## config.mk

```make
export PLATFORM = sky130hd
export DESIGN_NAME = serial_mod_reducer
export DESIGN_NICKNAME = d
export VERILOG_FILES = /design/src/rtl/mr_pkg.sv /design/src/rtl/mr_step_table.sv /design/src/rtl/mr_residue_reg.sv /design/src/rtl/mr_result_latch.sv /design/src/rtl/serial_mod_reducer.sv
export SDC_FILE = /design/constraint.sdc
export NUM_CORES = 1
export LEC_CHECK = 0
export ABC_AREA = 1
export ABC_CLOCK_PERIOD_IN_PS = 3100
export CORE_AREA = 2 2 39 41
export DETAILED_ROUTE_END_ITERATION = 8
export DIE_AREA = 0 0 41 43
export PLACE_DENSITY_LB_ADDON = 0.25
export SLEW_MARGIN = 20
export SYNTH_ARGS = -nofsm -noshare
export SYNTH_HDL_FRONTEND = slang
export SYNTH_SLANG_ARGS = --single-unit
```

## constraint.sdc

```tcl
create_clock -name clk -period 3.1 [get_ports clk]
set_input_delay 0.62 -clock clk [delete_from_list [all_inputs] [get_ports clk]]
set_output_delay 0.62 -clock clk [all_outputs]
set_load 0.05 [all_outputs]
```

## src/rtl/mr_pkg.sv

```systemverilog
package mr_pkg;

    typedef enum logic [1:0] {
        ACT_HOLD    = 2'd0,
        ACT_CLEAR   = 2'd1,
        ACT_STEP    = 2'd2,
        ACT_RESTART = 2'd3
    } mr_act_e;

    function automatic mr_act_e mr_decode(input logic start, input logic vld);
        mr_act_e act;
        unique case ({start, vld})
            2'b00:   act = ACT_HOLD;
            2'b10:   act = ACT_CLEAR;
            2'b01:   act = ACT_STEP;
            default: act = ACT_RESTART;
        endcase
        return act;
    endfunction

endpackage

```

## src/rtl/mr_step_table.sv

```systemverilog
module mr_step_table #(
    parameter int unsigned N  = 11,
    parameter int unsigned RW = (N < 2) ? 1 : $clog2(N)
) (
    input  logic [RW-1:0] cur_i,
    input  logic          bit_i,
    output logic [RW-1:0] nxt_o
);

    generate
        if (N < 2) begin : g_bad_modulus
            $error("mr_step_table: modulus N must be at least 2");
        end
    endgenerate

    logic [RW-1:0] succ_zero [N];
    logic [RW-1:0] succ_one  [N];

    for (genvar s = 0; s < int'(N); s++) begin : g_state
        localparam logic [RW-1:0] ON_ZERO = RW'((2 * s) % N);
        localparam logic [RW-1:0] ON_ONE  = RW'((2 * s + 1) % N);
        assign succ_zero[s] = ON_ZERO;
        assign succ_one[s]  = ON_ONE;
    end

    always_comb begin
        nxt_o = '0;
        for (int s = 0; s < int'(N); s++) begin
            if (cur_i == RW'(s)) begin
                nxt_o = bit_i ? succ_one[s] : succ_zero[s];
            end
        end
    end

endmodule

```

## src/rtl/mr_residue_reg.sv

```systemverilog
module mr_residue_reg
    import mr_pkg::*;
#(
    parameter int unsigned N  = 11,
    parameter int unsigned RW = (N < 2) ? 1 : $clog2(N)
) (
    input  logic          clk,
    input  logic          rst_n,
    input  logic          start_i,
    input  logic          vld_i,
    input  logic          bit_i,
    output logic [RW-1:0] res_o,
    output logic [RW-1:0] res_nxt_o
);

    typedef struct packed {
        logic [RW-1:0] res;
    } res_state_t;

    res_state_t    st_d, st_q;
    mr_act_e       act;
    logic [RW-1:0] tbl_cur;
    logic [RW-1:0] tbl_nxt;

    assign act     = mr_decode(start_i, vld_i);
    assign tbl_cur = (act == ACT_RESTART) ? '0 : st_q.res;

    mr_step_table #(.N(N), .RW(RW)) u_table (
        .cur_i (tbl_cur),
        .bit_i (bit_i),
        .nxt_o (tbl_nxt)
    );

    always_comb begin
        st_d = st_q;
        unique case (act)
            ACT_HOLD:    st_d.res = st_q.res;
            ACT_CLEAR:   st_d.res = '0;
            ACT_STEP:    st_d.res = tbl_nxt;
            ACT_RESTART: st_d.res = tbl_nxt;
            default:     st_d.res = '0;
        endcase
    end

    always_ff @(posedge clk or negedge rst_n) begin
        if (!rst_n) st_q <= '0;
        else        st_q <= st_d;
    end

    assign res_o     = st_q.res;
    assign res_nxt_o = st_d.res;

endmodule

```

## src/rtl/mr_result_latch.sv

```systemverilog
module mr_result_latch #(
    parameter int unsigned RW = 4
) (
    input  logic          clk,
    input  logic          rst_n,
    input  logic          fire_i,
    input  logic [RW-1:0] val_i,
    output logic [RW-1:0] rem_o,
    output logic          done_o
);

    typedef struct packed {
        logic [RW-1:0] rem;
        logic          done;
    } out_state_t;

    out_state_t out_d, out_q;

    always_comb begin
        out_d      = out_q;
        out_d.done = fire_i;
        if (fire_i) out_d.rem = val_i;
    end

    always_ff @(posedge clk or negedge rst_n) begin
        if (!rst_n) out_q <= '0;
        else        out_q <= out_d;
    end

    assign rem_o  = out_q.rem;
    assign done_o = out_q.done;

endmodule

```

## src/rtl/serial_mod_reducer.sv

```systemverilog
module serial_mod_reducer #(
    parameter int unsigned N  = 11,
    localparam int unsigned RW = (N < 2) ? 1 : $clog2(N)
) (
    input  logic          clk,
    input  logic          rst_n,
    input  logic          start_i,
    input  logic          bit_vld_i,
    input  logic          bit_i,
    input  logic          last_i,
    output logic [RW-1:0] residue_o,
    output logic [RW-1:0] rem_o,
    output logic          done_o
);

    logic [RW-1:0] res_nxt;
    logic          fire;

    assign fire = bit_vld_i & last_i;

    mr_residue_reg #(.N(N), .RW(RW)) u_residue (
        .clk       (clk),
        .rst_n     (rst_n),
        .start_i   (start_i),
        .vld_i     (bit_vld_i),
        .bit_i     (bit_i),
        .res_o     (residue_o),
        .res_nxt_o (res_nxt)
    );

    mr_result_latch #(.RW(RW)) u_result (
        .clk    (clk),
        .rst_n  (rst_n),
        .fire_i (fire),
        .val_i  (res_nxt),
        .rem_o  (rem_o),
        .done_o (done_o)
    );

endmodule

```

==> metrics <==
Synth area leaders=dfrtp_1 (41%), nand2_1 (22%), nand3_1 (7.2%); Core Area=1380 um^2; CP Depth=1; wire per inst=10.5 um; initial core utilization=between 30% and 40%; first-pass GRT wire length=about 2000 um; final setup skew=0.000770 ns; unrepaired setup endpoints after global routing=no; # H-tree levels=1; DIE AREA=between 1500 and 2000 um^2; CP arrival=1.66 ns; CP Max Fanout=10; Syn-to-layout area delta=30.8%; Crit path largest cell delay=0.87 ns; Finished Layout Cells=111; WS Path Type=flop to output port; Final nets=102; Crit-path slowest cell=clkdlybuf4s50_1; sequential area share after synthesis=40.7%; fmax=roughly 0.44 GHz; CP Cell Sequence=clkdlybuf4s50_1; Setup TNS Final=0 ns; post-synth top area share=40.7%; Ant. Diodes=0; vias post-DR=557; number of CTS-inserted buffers=3; Synth Instances=79; Fin Hold WS=0.480 ns; Critical path buffers and inverters=1; gr usage total=16.4%; # rows=14; Final Core Density=52.3%; nature of the critical path endpoint=output port; Worst VDD drop=approximately 0.27 mV; async set or reset register ratio after synthesis=100%; DRT antenna net count=0; die height=between 40 and 50 um; clk sink count=9; RePlAce Congestion=about 0.74; iteration count of the initial detailed-routing pass=4; Fillers=between 100 and 150; most frequent cells after synthesis=nand2_1 (32), dfrtp_1 (9), nand3_1 (8); DIE WIDTH=41 um; DRC=0; Worst Tran Pin Value=0.499 ns; number of synthesized flops with an enable pin=0; Hold Fails Final Rpt=0; worst hold path type=flop to flop; initial antenna violation count=0; number of setup violations in the final report=0; data required time at the worst endpoint=about 2.5 ns; Placed Cells=107; hpwl dp=920 um; pin count of the biggest net entering global routing=11; io pins=15; most common cell in the synthesized netlist=nand2_1; Yosys cell types=18; global route overflow=0; max cap viols=0; vias per cell=~5; net count after synthesis=85; Yosys reg bits=9; Max Buffers Root-to-Sink=2; Syn Area/Cell=7.00 um^2; PortBufs=14; post_cts resized=0; vias in the first global route=499; ys flop type=dfrtp_1; CTS tree=yes; crit path time final=2.28 ns; Post-CTS Hold Buffers=0; Hold Path Stages=2; clk root buf=clkbuf_4; fin crit share=73.6%; Setup Fix Bufs, Post-CTS=0; status=finished clean; final slew viol count=0; R2R depth=9; final non-filler cell area=723 um^2; DR iter-0 viols=5; PD cells=roughly 420 nW/um^2; Static Leak=around 0.36 nW; family with the most delay on the worst path=buffers and inverters; Worst setup SP type=flop; Clk pin slew, worst setup/hold paths=roughly 0.060 ns; Routed WL=about 1200 um; Slew headroom=around two thirds; post-synthesis cell area=between 500 and 600 um^2; placed inst area=697 um^2; layout cells sized above 1=a little over a tenth; Ys Warns=0; worst skew pair latency=0.25 ns; leading area contributor after synthesis=dfrtp_1
[cell type report]
class	count	area, um^2	area share (%)
flip-flops and latches	9	225	31.1
multi-input cells	60	282	38.9
repair buffers	14	140	19.4
well taps	16	20.0	2.77
clock buffers	4	26.3	3.63
inverters	8	30.0	4.15
[power breakdown]
| group | internal, mW | switching (mW) | total (mW) |
|---|---|---|---|
| registers | 0.125 | 0.00878 | 0.134 |
| clock network | 0.0493 | 0.0366 | 0.0859 |
| logic | 0.0279 | 0.0535 | 0.0814 |
| total | 0.202 | 0.0989 | 0.301 |
[cells by family after synthesis]
kind of cell / count (synthesis) / share of synthesized area (%)
and+or+nand+nor: 55 / 45.7
buffers and inverters: 10 / 8.37
DFF: 9 / 40.7
AOI/OAI and AO/OA: 5 / 5.20
[routing by layer]
layer	wire length [um]	global-route usage [%]	vias up
met3	39	1.57	0
met1	524	21.9	263
li1	-	-	285
met5	0	0	-
met2	604	25.3	9
met4	0	8.00	0
[registers in the layout, summed over array words and instances, names as in the netlist]
signal / cells
u_residue.res_o: 4
u_result.rem_o: 4
u_result.done_o: 1
[cells in the final DEF (no fill, tap or decap), drive strengths merged]
| master | count |
|---|---|
| a21oi | 2 |
| nand3b | 2 |
| o211ai | 1 |
| a31oi | 1 |
| inv | 8 |
| nand2 | 35 |
| nand3 | 9 |
| o21ai | 1 |
| clkbuf | 4 |
| clkdlybuf4s50 | 14 |
| nand4 | 2 |
| dfrtp | 9 |
| nor2 | 7 |
[through the flow]
step | setup slack, ns | power, mW
3_5_place_dp | 0.942 | 0.218
5_1_grt | 0.758 | 0.317
4_1_cts | 0.810 | 0.306
3_3_place_gp | 0.992 | 0.217
2_1_floorplan | 1.58 | 0.188
6_report | 0.818 | 0.301
[path summary, 6_finish.rpt]
kind,startpoint,to,slack (ns)
setup / recovery,u_residue.res_o[3],residue_o[3],0.82
hold / removal,u_result.rem_o[3],u_result.rem_o[3],0.48
setup reg to reg,u_residue.res_o[1],u_result.rem_o[0],1.79
hold reg to reg,u_result.rem_o[3],u_result.rem_o[3],0.48
max in group asynchronous,rst_n,u_result.rem_o[1],2.17
min in group asynchronous,rst_n,u_result.rem_o[3],0.66
No activity file was read; power rests on OpenSTA's default activity.
